<file path="src/rtl/idle_clk_pkg.sv">
package idle_clk_pkg;

   typedef enum logic [1:0] {
      ST_RUN  = 2'd0,
      ST_HALT = 2'd1,
      ST_SLOW = 2'd2
   } idle_state_e;

endpackage

</file>
<file path="src/rtl/idle_div_counter.sv">
module idle_div_counter #(
   parameter int BASE_LOG2 = 4,
   parameter int CODE_W    = 2,
   localparam int NUM_CODES = 1 << CODE_W,
   localparam int CNT_W     = BASE_LOG2 + NUM_CODES - 1
) (
   input  logic              clk,
   input  logic              rst,
   input  logic              en,
   input  logic [CODE_W-1:0] code,
   output logic              tick
);

   logic [CNT_W-1:0] cnt;
   logic [CNT_W-1:0] limit;
   logic [CNT_W-1:0] lim_tab [NUM_CODES];

   generate
      if (BASE_LOG2 < 1) begin : g_bad_base
         $error("idle_div_counter: BASE_LOG2 must be at least 1");
      end
      if (CODE_W < 1) begin : g_bad_code
         $error("idle_div_counter: CODE_W must be at least 1");
      end
      for (genvar g = 0; g < NUM_CODES; g++) begin : g_lim
         assign lim_tab[g] = CNT_W'((64'd1 << (BASE_LOG2 + g)) - 64'd1);
      end
   endgenerate

   assign limit = lim_tab[code];
   assign tick  = en && (cnt == limit);

   always_ff @(posedge clk) begin
      if (rst || !en) begin
         cnt <= '0;
      end else if (tick) begin
         cnt <= '0;
      end else begin
         cnt <= cnt + 1'b1;
      end
   end

   a_r5_wrap_to_zero: assert property (@(posedge clk) disable iff (rst)
      (en && tick) |=> (cnt == '0));

   a_r5_within_limit: assert property (@(posedge clk) disable iff (rst)
      en |-> (cnt <= limit));

endmodule

</file>
<file path="src/rtl/idle_wake_detect.sv">
module idle_wake_detect #(
   parameter int NUM_IRQ = 8
) (
   input  logic [NUM_IRQ-1:0] irq,
   input  logic [NUM_IRQ-1:0] irq_en,
   output logic               wake
);

   generate
      if (NUM_IRQ < 1) begin : g_bad_irq
         $error("idle_wake_detect: NUM_IRQ must be at least 1");
      end
   endgenerate

   assign wake = |(irq & irq_en);

endmodule

</file>
<file path="src/rtl/idle_ctrl_fsm.sv">
module idle_ctrl_fsm
   import idle_clk_pkg::*;
#(
   parameter int CODE_W = 2
) (
   input  logic              clk,
   input  logic              rst,
   input  logic              idle_req,
   input  logic              idle_slow,
   input  logic [CODE_W-1:0] div_code,
   input  logic              wake,
   input  logic              tick,
   output idle_state_e       st,
   output logic [CODE_W-1:0] code_q,
   output logic              resume
);

   always_ff @(posedge clk) begin
      if (rst) begin
         st     <= ST_RUN;
         code_q <= '0;
         resume <= 1'b0;
      end else begin
         resume <= 1'b0;
         case (st)
            ST_RUN: begin
               if (idle_req) begin
                  if (idle_slow) begin
                     st     <= ST_SLOW;
                     code_q <= div_code;
                  end else begin
                     st <= ST_HALT;
                  end
               end
            end
            ST_HALT: begin
               if (wake) begin
                  st     <= ST_RUN;
                  resume <= 1'b1;
               end
            end
            ST_SLOW: begin
               if (tick && wake) begin
                  st     <= ST_RUN;
                  resume <= 1'b1;
               end
            end
            default: st <= ST_RUN;
         endcase
      end
   end

   a_r4_halt_exit: assert property (@(posedge clk) disable iff (rst)
      (st == ST_HALT && wake) |=> (st == ST_RUN && resume));

   a_r6_slow_hold: assert property (@(posedge clk) disable iff (rst)
      (st == ST_SLOW && !tick) |=> (st == ST_SLOW));

   a_r8_code_held: assert property (@(posedge clk) disable iff (rst)
      (st == ST_SLOW) |=> (st != ST_SLOW || $stable(code_q)));

   a_r9_resume_pulse: assert property (@(posedge clk) disable iff (rst)
      resume |=> !resume);

endmodule

</file>
<file path="src/rtl/idle_clk_ctrl.sv">
module idle_clk_ctrl
   import idle_clk_pkg::*;
#(
   parameter int NUM_IRQ            = 8,
   parameter int BASE_LOG2          = 4,
   parameter int CODE_W             = 2,
   parameter bit HALT_KEEPS_DERIVED = 1'b1
) (
   input  logic               clk,
   input  logic               rst,
   input  logic               idle_req,
   input  logic               idle_slow,
   input  logic [CODE_W-1:0]  div_code,
   input  logic [NUM_IRQ-1:0] irq,
   input  logic [NUM_IRQ-1:0] irq_en,
   input  logic               steal_req,
   output logic               steal_gnt,
   output logic               core_ce,
   output logic               ser_ce,
   output logic               cko_ce,
   output logic               tmr_ce,
   output logic               resume
);

   idle_state_e       st;
   logic [CODE_W-1:0] code_q;
   logic              wake;
   logic              tick;
   logic              halt_der;
   logic              der_ce;

   idle_wake_detect #(.NUM_IRQ(NUM_IRQ)) wake_i (
      .irq    (irq),
      .irq_en (irq_en),
      .wake   (wake)
   );

   idle_div_counter #(.BASE_LOG2(BASE_LOG2), .CODE_W(CODE_W)) div_i (
      .clk  (clk),
      .rst  (rst),
      .en   (st == ST_SLOW),
      .code (code_q),
      .tick (tick)
   );

   idle_ctrl_fsm #(.CODE_W(CODE_W)) fsm_i (
      .clk       (clk),
      .rst       (rst),
      .idle_req  (idle_req),
      .idle_slow (idle_slow),
      .div_code  (div_code),
      .wake      (wake),
      .tick      (tick),
      .st        (st),
      .code_q    (code_q),
      .resume    (resume)
   );

   generate
      if (HALT_KEEPS_DERIVED) begin : g_der_run
         assign halt_der = 1'b1;
      end else begin : g_der_stop
         assign halt_der = 1'b0;
      end
   endgenerate

   always_comb begin
      case (st)
         ST_HALT: begin
            core_ce = 1'b0;
            der_ce  = halt_der;
         end
         ST_SLOW: begin
            core_ce = tick;
            der_ce  = tick;
         end
         default: begin
            core_ce = 1'b1;
            der_ce  = 1'b1;
         end
      endcase
   end

   assign ser_ce = der_ce;
   assign cko_ce = der_ce;
   assign tmr_ce = der_ce;

   always_ff @(posedge clk) begin
      if (rst) begin
         steal_gnt <= 1'b0;
      end else begin
         steal_gnt <= steal_req;
      end
   end

   a_r7_steal_grant: assert property (@(posedge clk) disable iff (rst)
      steal_req |=> steal_gnt);

   a_r7_steal_keeps_state: assert property (@(posedge clk) disable iff (rst)
      (steal_req && !wake && st == ST_HALT) |=> (st == ST_HALT));

   a_r2_halt_core_off: assert property (@(posedge clk) disable iff (rst)
      (st == ST_HALT) |-> !core_ce);

   a_r3_no_wake_masked: assert property (@(posedge clk) disable iff (rst)
      (st != ST_RUN && !wake) |=> !resume);

endmodule

</file>
<file path="config.mk">
export PLATFORM = sky130hd
export DESIGN_NAME = idle_clk_ctrl
export DESIGN_NICKNAME = d
export VERILOG_FILES = /design/src/rtl/idle_clk_pkg.sv /design/src/rtl/idle_div_counter.sv /design/src/rtl/idle_wake_detect.sv /design/src/rtl/idle_ctrl_fsm.sv /design/src/rtl/idle_clk_ctrl.sv
export SDC_FILE = /design/constraint.sdc
export NUM_CORES = 1
export LEC_CHECK = 0
export ABC_AREA = 1
export BUFFER_PORTS_ARGS = -buffer_cell sky130_fd_sc_hd__clkbuf_2
export CAP_MARGIN = 25
export CORE_ASPECT_RATIO = 0.8
export CORE_MARGIN = 5
export CORE_UTILIZATION = 46
export CTS_CLUSTER_SIZE = 24
export DETAILED_ROUTE_END_ITERATION = 6
export PLACE_DENSITY = 0.81
export SETUP_SLACK_MARGIN = 0.2
export SYNTH_ARGS = -nofsm -noshare
export SYNTH_HDL_FRONTEND = slang
export SYNTH_SLANG_ARGS = --single-unit
</file>
<file path="constraint.sdc">
create_clock -name clk -period 1.8 [get_ports clk]
set_input_delay 0.36 -clock clk [delete_from_list [all_inputs] [get_ports clk]]
set_output_delay 0.36 -clock clk [all_outputs]
set_load 0.02 [all_outputs]
</file>
==> flow_results.org, run 1 <==
** Run status
- The run finished with clean final reports.

** Yosys
- In the synthesized netlist the dominant register cell turns out to be sky130_fd_sc_hd__dfxtp_1.
- Cell type with the highest aggregate area in the netlist :: sky130_fd_sc_hd__dfxtp_1
- In this run the cell area of the synthesized design comes to 749 sq um.
- The share of synthesized area in the top cell type comes to 0.347.
- EDFF count, synth :: 0
- The Yosys step of the flow raised 0 warnings.
- For this run, the register share of the synthesized area comes to 0.347.
- Each instance of the synthesized netlist takes up on average 7.21 sq um.
- Ys async rst share :: 0
- Synth Net Count :: 131
- Yosys mapped the design onto 21 distinct sky130hd cell types.
- Counting every instance in the synthesized netlist gives 104.
- After synthesis the netlist holds a flip-flop and latch count of 13.
- Top cells by area in the synthesized netlist :: sky130_fd_sc_hd__dfxtp_1, sky130_fd_sc_hd__nand2_1, sky130_fd_sc_hd__ha_1

** Clock tree
- In this run the number of H-tree levels came out at 1.
- Clk_lat worst skew :: 0.29 ns
- Clock-pin slew on the worst setup and hold paths :: 0.08 ns
- Buffer depth of the longest clock path :: 2
- The tree is rooted in a sky130_fd_sc_hd__clkbuf_4.
- The number of clock buffers added by TritonCTS is 3.
- CTS saw 13 sinks.
- CTS tree :: built

** Worst setup path
- STA classifies the critical path startpoint as a flip-flop.
- CP endpoint :: core_ce
- Worst r2r path cells :: 10
- STA classifies the critical path endpoint as a primary output.
- Endpoint of the worst-slack reg-to-reg timing path :: fsm_i.st[1]
- In this run the worst setup path begins at div_i.cnt[1].
- Arrival time of data at the critical path endpoint :: 1.41 ns
- The worst register-to-register path has a setup slack of 0.32 ns.
- Path type of the worst setup path :: flip-flop to primary output
- Slowest Stage Delay on Critical Path :: 0.36 ns
- Instance count on the critical path :: 6
- Worst path cell trace :: ha_4 -> nand3_4 -> nor2_4 -> nand4_1 -> nand2_1 -> clkbuf_8
- Of all nets on the critical path, the largest fanout is 2.
- Worst path slowest cell :: sky130_fd_sc_hd__dfxtp_2
- Sum of buffers and inverters on the critical path :: 1
- Worst reg2reg path startpoint :: div_i.cnt[1]
- Kind of cell adding the most delay to the critical path :: simple AND/OR/NAND/NOR gates
- STA puts the critical path data required time at 1.44 ns.

** Final layout
- Once layout is complete, the utilization of the core stands at 0.674.
- Commonest cells after routing, fill and taps aside :: sky130_fd_sc_hd__nand2_1, sky130_fd_sc_hd__clkbuf_2, sky130_fd_sc_hd__nor2_1, sky130_fd_sc_hd__inv_1
- Finished layout cell area :: 1060 sq um
- Layout cells sized above 1 :: 0.440
- Antenna cells :: 0
- Leaving out fill and tap cells, the most frequent cell in the layout is sky130_fd_sc_hd__nand2_1.
- For this run, the post-layout net count is 169.
- From synthesis to final layout, the design area changed by 41.9%.

** Timing
- Number of endpoints failing setup at the final stage :: 0
- Headroom to the max-slew limit came out at 0.852.
- Final number of max-transition violations :: 0
- Final period demand of the worst path :: 1.77 ns
- Worst setup skew after layout :: 0.00184 ns
- For this run, the top clock speed supported by timing is 0.565 GHz.
- Dividing the final minimum period by the clock period gives 0.983.
- Setup repair after global routing could not meet its margin everywhere.
- The final hold violation count is 0.
- Worst Tran Pin Value :: 0.221 ns

** Power and ir drop
- Power per Cell Area :: 1130 nW/um^2
- Switching power as a share of total power :: 0.398
- Sequential Power Share :: 0.311
- Cell internal power was estimated by the tool at 725 uW.
- Fraction of power consumed by combinational cells :: 0.535
- VDD IR-drop max :: 0.784 mV
- Leakage :: 0.000501 uW
- Net Sw Power :: 480 uW
- The share of total power dissipated in the clock network is 0.154.

** Route
- In the final routed layout, each cell accounts on average for 11.8 um.
- Number of detailed-route iterations in the first pass :: 4
- For this block, the via count after detailed routing is 772.
- The detailed router finished its first iteration with 13 violations.
- Final routed wirelength across all metal layers :: 1920 um
- Drt via density :: 4.74
- Once detail routing completed, the nets flagged for antenna violations numbered 0.
- In the routed design, unresolved DRC markers number 0.

** Place
- Buffers placed on the I/O ports in this run total 28.
- RePlAce Congestion :: 0.834
- Placed Area :: 902 sq um
- After legalization and detailed placement, the total HPWL measured 1280 um.

** Global route
- Total Routing Usage GR :: 0.192
- Pin count of the biggest net entering global routing :: 9
- The via count of the first global-routing pass came to 738.
- Wire length of the first global-routing pass :: 3170 um
- Summed over all layers, the global routing overflow is 0.
- The initial antenna violation count came to 0.

** Floorplan
- Measured along the y axis, the die boundary spans 46.1 um.
- 29 I/O pins were placed.
- Initial cell density of the core :: 0.475
- Std-Cell Core Area :: 1580 sq um
- The floorplan step defined a die boundary enclosing 2540 sq um.
- The floorplan has 13 rows.
- The floorplan step set the die width to 55.1 um.

** Job
- The tool flagged a number of max-cap violations equal to 0.

** Hold path
- Hold crit path type :: input port to flip-flop
[registers in the layout (all words and copies together) (netlist names)]
signal	cells
fsm_i.resume	1
div_i.cnt	7
steal_gnt	1
fsm_i.st	2
fsm_i.code_q	2
[power by group through the flow]
stage	Sequential, uW	Combinational, uW	Clock, uW
final	375	645	186
after global routing	379	704	204
after CTS	372	590	191
after detailed placement	363	466	0
after global placement	360	453	0
after floorplan	362	359	0
[kinds of logic after synthesis]
family          Yosys count  share of synthesized area
simple gates             59                      0.396
buf+inv                  16                     0.0901
flops                    13                      0.347
compound gates            9                     0.0651
fa+ha+maj                 4                     0.0668
xor+xnor                  3                     0.0351
[Yosys cell counts, types with 2 or more instances]
cell type                 number
sky130_fd_sc_hd__xor2_1        2
sky130_fd_sc_hd__nand3_2       3
sky130_fd_sc_hd__nand3_1       7
sky130_fd_sc_hd__inv_2         3
sky130_fd_sc_hd__dfxtp_1      13
sky130_fd_sc_hd__ha_1          4
sky130_fd_sc_hd__nand2_2       2
sky130_fd_sc_hd__buf_4         2
sky130_fd_sc_hd__nand2_1      29
sky130_fd_sc_hd__o21ai_0       2
sky130_fd_sc_hd__nor2_1       12
sky130_fd_sc_hd__a21oi_1       6
sky130_fd_sc_hd__inv_1        11
[layer usage]
metal	global-route usage	up-vias	part of all wire
met4	0.165	0	0.032
li1	-	400	-
met1	0.210	343	0.42
met5	0	-	0
met3	0.0841	4	0.070
met2	0.283	25	0.48
[layout make-up]
class | instances | area (sq um)
Fill cell | 129 | 514
Multi-Input combinational cell | 75 | 457
Sequential cell | 13 | 268
Timing Repair Buffer | 35 | 231
Inverter | 14 | 52.6
Tap cell | 22 | 27.5
Clock buffer | 3 | 22.5
Clock inverter | 1 | 5.00
[worst min path at each step]
stage / end / depth (start not counted) / from
floorplan: div_i.cnt[0] / 1 / div_i.cnt[0]
global placement: div_i.cnt[0] / 1 / div_i.cnt[0]
detailed placement: div_i.cnt[0] / 1 / div_i.cnt[0]
CTS: steal_gnt / 2 / rst
global route: steal_gnt / 2 / rst
finish: steal_gnt / 2 / rst
[per-stage QoR]
step / hold slack, ns / worst slack, ns / total power [uW] / TNS, ns / cells
after floorplan: 0.418 / 0.303 / 721 / 0 / 104
after global placement: 0.430 / 0.282 / 813 / 0 / 152
after detailed placement: 0.448 / 0.246 / 828 / 0 / 152
after CTS: 0.230 / 0.0770 / 1150 / 0 / 161
after global routing: 0.241 / -0.0624 / 1290 / -0.0662 / 163
final: 0.234 / 0.0300 / 1210 / 0 / 163
[repair_timing]
item	4_1_cts	5_1_grt
pin swaps	5	2
hold buffers	0	0
endpoints found under the setup margin	4	4
resized for setup	21	3
buffers inserted	5	2
cloned	0	0
(Power assumes the default switching activity.)
==> run 2: changes to the inputs <==
--- a/config.mk
+++ b/config.mk
@@ -5,12 +5,10 @@
 export SDC_FILE = /design/constraint.sdc
 export NUM_CORES = 1
 export LEC_CHECK = 0
-export ABC_AREA = 1
 export BUFFER_PORTS_ARGS = -buffer_cell sky130_fd_sc_hd__clkbuf_2
 export CAP_MARGIN = 25
-export CORE_ASPECT_RATIO = 0.8
 export CORE_MARGIN = 5
-export CORE_UTILIZATION = 46
+export CORE_UTILIZATION = 45
 export CTS_CLUSTER_SIZE = 24
 export DETAILED_ROUTE_END_ITERATION = 6
 export PLACE_DENSITY = 0.81
==> run 2 against run 1 <==
Effect of this change: the flow now finishes with violations (negative setup slack); combinational power is 67% lower; die area is 5.1% lower; final cell count is 20% lower; synthesized cell count is 24% lower; critical endpoint is now tmr_ce.
==> flow_results.org, run 2 <==
** Yosys
- EDFF count, synth :: 0
- Top cells by area in the synthesized netlist :: sky130_fd_sc_hd__dfxtp_1, sky130_fd_sc_hd__nor2_1, sky130_fd_sc_hd__ha_1
- Cell type with the highest aggregate area in the netlist :: sky130_fd_sc_hd__dfxtp_1
- Synth Net Count :: 106
- A synthesized cell averages 8.71 sq um.
- The most used flip-flop cell after synthesis is sky130_fd_sc_hd__dfxtp_1.
- Ranked by instance count, the synthesized netlist is headed by sky130_fd_sc_hd__nor2_1, sky130_fd_sc_hd__dfxtp_1, sky130_fd_sc_hd__inv_1, sky130_fd_sc_hd__a22oi_1, sky130_fd_sc_hd__ha_1.
- Yosys printed 0 warnings.
- In this run, synthesis produced a sequential element count of 13.
- Area share of the largest cell type after synthesis :: 0.378
- Sequential cell area fraction in the yosys report :: 0.378
- Most frequent cell after synthesis :: sky130_fd_sc_hd__nor2_1
- Synth Instances :: 79
- Mapped cell area :: 688 sq um
- For this run, asynchronously set or reset flops after synthesis account for 0.
- Netlist cell types :: 33

** Clock tree
- In this run the deepest clock path goes through 2 buffers.
- After clock tree synthesis, the clock-pin slew on the worst setup and hold paths is 0.08 ns.
- CTS tree :: built
- In this run the number of H-tree levels came out at 1.
- Clock root buffer :: sky130_fd_sc_hd__clkbuf_4
- The clock drives 13 sinks.
- Clk_lat worst skew :: 0.27 ns
- TritonCTS buffer count :: 3
- In this run, post-CTS hold repair placed 0 buffers.

** Timing
- For the pin with the worst max-slew slack, the measured transition is 0.348 ns.
- Total count of hold-check failures in the final report :: 0
- Unrepaired setup endpoints after global routing :: true
- The number of slew-limit violations in the final report is 0.
- Setup violations remaining at the end of the flow were counted as 4.
- Final-layout setup total negative slack :: -0.261 ns
- Derived from the worst setup path, the maximum achievable clock frequency is 0.531 GHz.
- Final period demand of the worst path :: 1.88 ns
- Across the routed clock network, the largest skew measured is 0.00195 ns.
- Dividing the final minimum period by the clock period gives 1.05.
- Measured against its own limit, the worst slew margin works out to 0.768.
- Setup slack on the critical path of the routed design comes to -0.0841 ns.

** Power and ir drop
- Fraction of power consumed by combinational cells :: 0.300
- VDD IR-drop max :: 0.390 mV
- Internal :: 490 uW
- In this run the static leakage power is 0.000449 uW.
- For this design the ratio of total power to cell area is 723 nW/um^2.
- Net Sw Power :: 213 uW
- Sequential Power Share :: 0.444
- Summing internal, switching and leakage power gives 704 uW.
- Of the total power, the clock network draws 0.255.
- Switching power as a share of total power :: 0.303

** Worst setup path
- Endpoint of the worst-slack reg-to-reg timing path :: fsm_i.st[0]
- The startpoint identified for the worst register-to-register timing path is div_i.cnt[1].
- On the worst path, the slowest cell contributes a delay of 0.35 ns.
- On the critical path the largest part of the delay comes from flip-flops.
- Data on the critical path is required at its endpoint by 1.44 ns.
- The critical path crosses 6 cells after its start point.
- CP Capture Type :: primary output
- Measured in cells, the most critical reg-to-reg path has a length of 7.
- Critical Path Start :: div_i.cnt[1]
- On the critical path, the stage with the largest delay is an instance of sky130_fd_sc_hd__dfxtp_2.
- Maximum fanout encountered on the critical timing path :: 3
- Register-to-register setup slack :: 0.11 ns
- At the worst endpoint, the arrival time is 1.52 ns.
- The setup path with the least slack is of type flip-flop to primary output.
- In this run the worst setup path terminates at tmr_ce.
- Worst path cell trace :: ha_4 -> and3_4 -> o21ai_2 -> o31a_1 -> inv_2 -> buf_8
- Together, buffers and inverters on the worst path number 2.
- STA classifies the critical path startpoint as a flip-flop.

** Hold path
- The min-delay analysis places its worst path in the category input port to flip-flop.
- Critical hold path startpoint :: steal_req
- The worst hold path passes through 2 cells.

** Floorplan
- From left edge to right edge, the die measures 49.1 um.
- Pin placement for this block handled 29 I/O pins.
- The die is 49.1 um tall.
- For this configuration, the core starts out at a cell density of 0.468.
- In this run the standard cell core region covers 1470 sq um.
- Row cnt :: 14
- Die footprint :: 2410 sq um

** Place
- Final HPWL DP :: 1190 um
- Number of instances in the placed design :: 119
- Placed Area :: 840 sq um
- The congestion estimate from routability-driven global placement came to 0.769.
- Port buffering added 28 buffers.

** Route
- Final routed wirelength across all metal layers :: 1740 um
- After detailed routing, the number of remaining DRC violations is 0.
- In the final routed layout, each cell accounts on average for 13.4 um.
- Number of vias after detailed routing :: 685
- The detailed router finished its first iteration with 2 violations.
- Before antenna repair, the detailed router went through 4 iterations.
- Dividing the detail-routed via count by the number of cells gives 5.27.
- In this run the remaining antenna-violating nets after routing total 0.

** Final layout
- Most flops, register :: div_i.cnt
- Most frequent standard cell in the layout excluding fill and tap cells :: sky130_fd_sc_hd__clkbuf_2
- The largest registers in the layout are div_i.cnt: 7 flops, fsm_i.code_q: 2 flops, fsm_i.st: 2 flops.
- Commonest cells after routing, fill and taps aside :: sky130_fd_sc_hd__clkbuf_2, sky130_fd_sc_hd__nor2_1, sky130_fd_sc_hd__dfxtp_1, sky130_fd_sc_hd__buf_4
- Layout cells sized above 1 :: 0.456
- Fin nets :: 142
- Antenna cells :: 0
- The finished cells cover 973 sq um.
- For this run, the number of standard cells in the final layout without fillers is 130.
- Post-layout util :: 0.662
- Largest register FFs :: 7
- The area growth from synthesis to layout is 41.5%.

** Global route
- The via count of the first global-routing pass is 689.
- Summed over all layers, the global routing overflow is 0.
- Entering global routing, the biggest net connects 10 pins.
- Wire length of the first global-routing pass :: 2840 um
- The initial antenna violation count came to 0.
- Total Routing Usage GR :: 0.151

** Job
- Max-cap violations :: 0

** Run status
- The checks that failed: negative setup slack.
- The flow ran to the end, but the final reports show violations.
## run 2: worst min-delay path by stage
stage / to / slack [ns]
6_report: steal_gnt / 0.31
5_1_grt: steal_gnt / 0.30
4_1_cts: steal_gnt / 0.29
3_5_place_dp: div_i.cnt[0] / 0.43
3_3_place_gp: div_i.cnt[0] / 0.42
2_1_floorplan: div_i.cnt[0] / 0.42
## run 2: timing repair
item	CTS	global route
pin swaps	4	3
gates resized for setup	10	9
setup endpoints to repair	4	11
endpoints found under the hold margin	0	0
setup buffers	4	3
## run 2: logic make-up (layout without fill, tap and decap cells)
| logic type | count (synthesis) | count (layout) | synth area share |
|---|---|---|---|
| xor gates and xnor gates | 5 | 5 | 0.0636 |
| DFF | 13 | 13 | 0.378 |
| muxes | 2 | 2 | 0.0291 |
| buffers and inverters | 10 | 45 | 0.0673 |
| and+or+nand+nor | 31 | 31 | 0.245 |
| AOI/OAI and AO/OA | 14 | 14 | 0.144 |
| adders and majority gates | 4 | 4 | 0.0727 |
## run 2: final cells by class
cell class              count  area (sq um)
fillers                   121           498
multi-input cells          56           413
inverters                   6          22.5
repair buffers             35           225
clock buffers               4          26.3
well taps                  16          20.0
flip-flops and latches     13           267
## run 2: metal layers
metal  vias up  track usage  wire [um]
met5         -            0          0
met4         0       0.0942         28
met3         2       0.0367        147
met2        33        0.260        870
met1       309        0.163        696
li1        341            -          -
## run 2: stage by stage
step                      setup slack, ns  hold slack (ns)
after global routing               -0.166            0.302
after CTS                         -0.0898            0.294
after global placement              0.166            0.421
after detailed placement            0.118            0.430
final                             -0.0841            0.305
after floorplan                     0.188            0.416
## run 2: power by group through the flow
stage	clock, uW	combinational, uW	sequential (uW)
after floorplan	0	118	319
after CTS	184	196	312
final	180	211	313
after global placement	0	162	318
after detailed placement	0	168	319
after global routing	209	232	316
==> run 3: changes to the inputs <==
--- a/config.mk
+++ b/config.mk
@@ -8,10 +8,10 @@
 export BUFFER_PORTS_ARGS = -buffer_cell sky130_fd_sc_hd__clkbuf_2
 export CAP_MARGIN = 25
 export CORE_MARGIN = 5
-export CORE_UTILIZATION = 45
+export CORE_UTILIZATION = 43
 export CTS_CLUSTER_SIZE = 24
 export DETAILED_ROUTE_END_ITERATION = 6
-export PLACE_DENSITY = 0.81
+export PLACE_DENSITY = 0.78
 export SETUP_SLACK_MARGIN = 0.2
 export SYNTH_ARGS = -nofsm -noshare
 export SYNTH_HDL_FRONTEND = slang
==> run 3 against run 2 <==
Effect of this change: the run still ends with negative setup slack left; sequential share of layout area decreased by 0.37 points; utilization decreased by 0.96 points; sequential power about the same; critical path type unchanged; largest cell class unchanged.
==> flow_results.org, run 3 (synthesis gave the netlist of run 2 again) <==
** Run status
- Status :: finished with violations
- The final reports fail on negative setup slack.

** Global route
- For met3 alone, demand over resource in global routing was 0.0271.
- The via count of the first global-routing pass is 708.
- In the global route stage, met1 resource usage came out at 0.152.
- The initial antenna violation count is 0.
- Entering global routing, the biggest net connects 10 pins.
- Busiest metal layer after global routing :: met2
- Total Routing Usage GR :: 0.141
- Met2 Resource Use GR :: 0.251
- Wire length of the first global-routing pass :: 2790 um
- Leftover overflow at the end of global routing :: 0

** Floorplan
- Initial cell density of the core :: 0.457
- The floorplan has 14 rows.
- DIE WIDTH :: 50.0 um
- Die Span Y :: 50.0 um
- The floorplan step defined a core boundary enclosing 1510 sq um.
- Top-Level Pins :: 29
- Die footprint :: 2500 sq um

** Timing
- Worst Tran Pin Value :: 0.236 ns
- Final number of max-transition violations :: 0
- The worst path in the final design needs a cycle of 1.96 ns, including I/O delays and setup.
- Setup repair after global routing could not meet its margin everywhere.
- In the post-route analysis, the smallest setup slack over all paths is -0.163 ns.
- Clock skew on the completed layout was measured at 0.0107 ns.
- Headroom to the max-slew limit came out at 0.843.
- Static timing analysis puts the maximum clock frequency at 0.510 GHz.
- Setup violations remaining at the end of the flow were counted as 4.
- Hold is met by 0.289 ns.
- Final worst-path cycle share :: 1.09
- Total count of hold-check failures in the final report :: 0

** Worst setup path
- Path type of the worst setup path :: flip-flop to primary output
- Critical Path Start Type :: flip-flop
- STA puts the critical path data arrival time at 1.60 ns.
- Along the worst path, the maximum fanout reaches 2.
- For the worst setup path, the data required time is 1.44 ns.
- CP Capture Type :: primary output

** Final layout
- The library cell used most frequently in the layout, excluding fill and tap cells, is sky130_fd_sc_hd__clkbuf_2.
- The register with the most flip-flops in the layout has 7 of them.
- The repair_antennas step left the layout with diodes totalling 0.
- In the final layout, the share of cells above drive strength 1 is 0.451.
- Registers with the most flip-flops :: div_i.cnt: 7 flops, fsm_i.code_q: 2 flops, fsm_i.st: 2 flops
- Fin nets :: 141
- Most flops, register :: div_i.cnt
- In the layout the commonest cells are sky130_fd_sc_hd__clkbuf_2, sky130_fd_sc_hd__nor2_1, sky130_fd_sc_hd__dfxtp_1, sky130_fd_sc_hd__buf_4, sky130_fd_sc_hd__inv_1.
- The area growth from synthesis to layout is 42.7%.

** Power and ir drop
- Of the total power, registers draw 0.438.
- For this design the total switching power over the nets is 219 uW.
- Fraction of power consumed by combinational cells :: 0.310
- Across the VDD grid, the largest voltage drop is 0.311 mV.
- The share of total power dissipated in the clock network is 0.252.
- Of the total power, the share spent switching nets is 0.306.
- Leakage :: 0.000442 uW
- Internal :: 495 uW
- In this run the power density over the cells is 727 nW/um^2.

** Route
- The routed layout has 683 vias.
- Count of routing violations after the opening detailed-route iteration :: 7
- Antenna-violating nets left :: 0
- The first TritonRoute pass finished after 4 iterations.
- Residual DRC :: 0
- Drt via density :: 5.29
- The routed design has 1710 um of wire.
- Dividing the detail-routed wire length by the instance count gives 13.3 um.

** Place
- RePlAce Congestion :: 0.785
- The count of buffers added on input and output ports is 28.
- The HPWL after detailed placement is 1220 um.
- Prior to clock tree synthesis, the placed netlist has a worst setup slack of 0.139 ns.

** Clock tree
- Clock-pin slew was measured on the worst setup and hold paths at 0.08 ns.
- TritonCTS built the clock tree.
- Buffer depth of the longest clock path :: 2
- TritonCTS buffer count :: 3
- CTS placed an instance of sky130_fd_sc_hd__clkbuf_4 at the clock tree root.
- In this run the number of H-tree levels came out at 1.
- The clock reaches the later pin of the worst-skew pair after 0.28 ns.
- Total number of clock tree sinks :: 13

** Job
- The tool flagged a number of max-cap violations equal to 0.

** Hold path
- The min-delay analysis places its worst path in the category input port to flip-flop.
run 3: cell types whose count changed in the layout (fill, tap and decap cells not counted):
cell,previous run,this run
sky130_fd_sc_hd__buf_4,8,6
sky130_fd_sc_hd__buf_6,0,1
sky130_fd_sc_hd__dfxtp_1,8,9
sky130_fd_sc_hd__dfxtp_2,5,4
sky130_fd_sc_hd__o21ai_2,1,0
sky130_fd_sc_hd__o21ai_4,0,1
sky130_fd_sc_hd__o22ai_1,1,0
sky130_fd_sc_hd__o22ai_2,0,1
run 3: final timing paths:
| kind | startpoint | end | slack, ns | cells past startpoint |
|---|---|---|---|---|
| hold reg to reg | div_i.cnt[0] | div_i.cnt[0] | 0.52 | 2 |
| setup / recovery | div_i.cnt[1] | core_ce | -0.16 | 7 |
| hold / removal | steal_req | steal_gnt | 0.29 | 2 |
| setup reg to reg | div_i.cnt[1] | fsm_i.st[0] | 0.11 | 7 |
run 3: layout make-up:
type / instances / area (sq um)
Fill cell: 132 / 524
Multi-Input combinational cell: 56 / 427
Sequential cell: 13 / 265
Timing Repair Buffer: 34 / 221
Clock buffer: 4 / 26.3
Inverter: 6 / 22.5
Tap cell: 16 / 20.0
run 3: power by group through the flow:
stage | combinational (uW) | sequential [uW] | clock [uW]
detailed placement | 169 | 319 | 0
floorplan | 118 | 319 | 0
finish | 222 | 313 | 180
global route | 240 | 315 | 200
global placement | 162 | 318 | 0
CTS | 198 | 312 | 183
run 3: metrics by stage:
step	cells	setup TNS [ns]	total power [uW]	instance area, sq um	util
final	129	-0.445	714	982	0.652
after global routing	129	-0.786	756	982	0.652
after CTS	127	-0.308	693	932	0.619
after detailed placement	119	0	488	840	0.557
after global placement	119	0	480	840	0.557
after floorplan	79	0	438	703	-
run 3: timing repair:
item	CTS	global route
setup endpoints to repair	5	13
setup buffers	4	2
gates resized for setup	11	10
hold buffers	0	0
pin swaps	4	4
run 3: critical path: stages (launching register included):
cell                      delay [ns]
sky130_fd_sc_hd__dfxtp_2        0.35
sky130_fd_sc_hd__ha_4           0.13
sky130_fd_sc_hd__and3_4         0.18
sky130_fd_sc_hd__o21ai_4        0.06
sky130_fd_sc_hd__nor3_2         0.18
sky130_fd_sc_hd__nand2_1        0.11
sky130_fd_sc_hd__o21ai_1        0.13
sky130_fd_sc_hd__buf_4          0.18
run 3: routing by layer:
| metal | up-vias | wire, um |
|---|---|---|
| met5 | - | 0 |
| met4 | 0 | 19 |
| met3 | 2 | 115 |
| met2 | 28 | 887 |
| met1 | 311 | 688 |
| li1 | 342 | - |
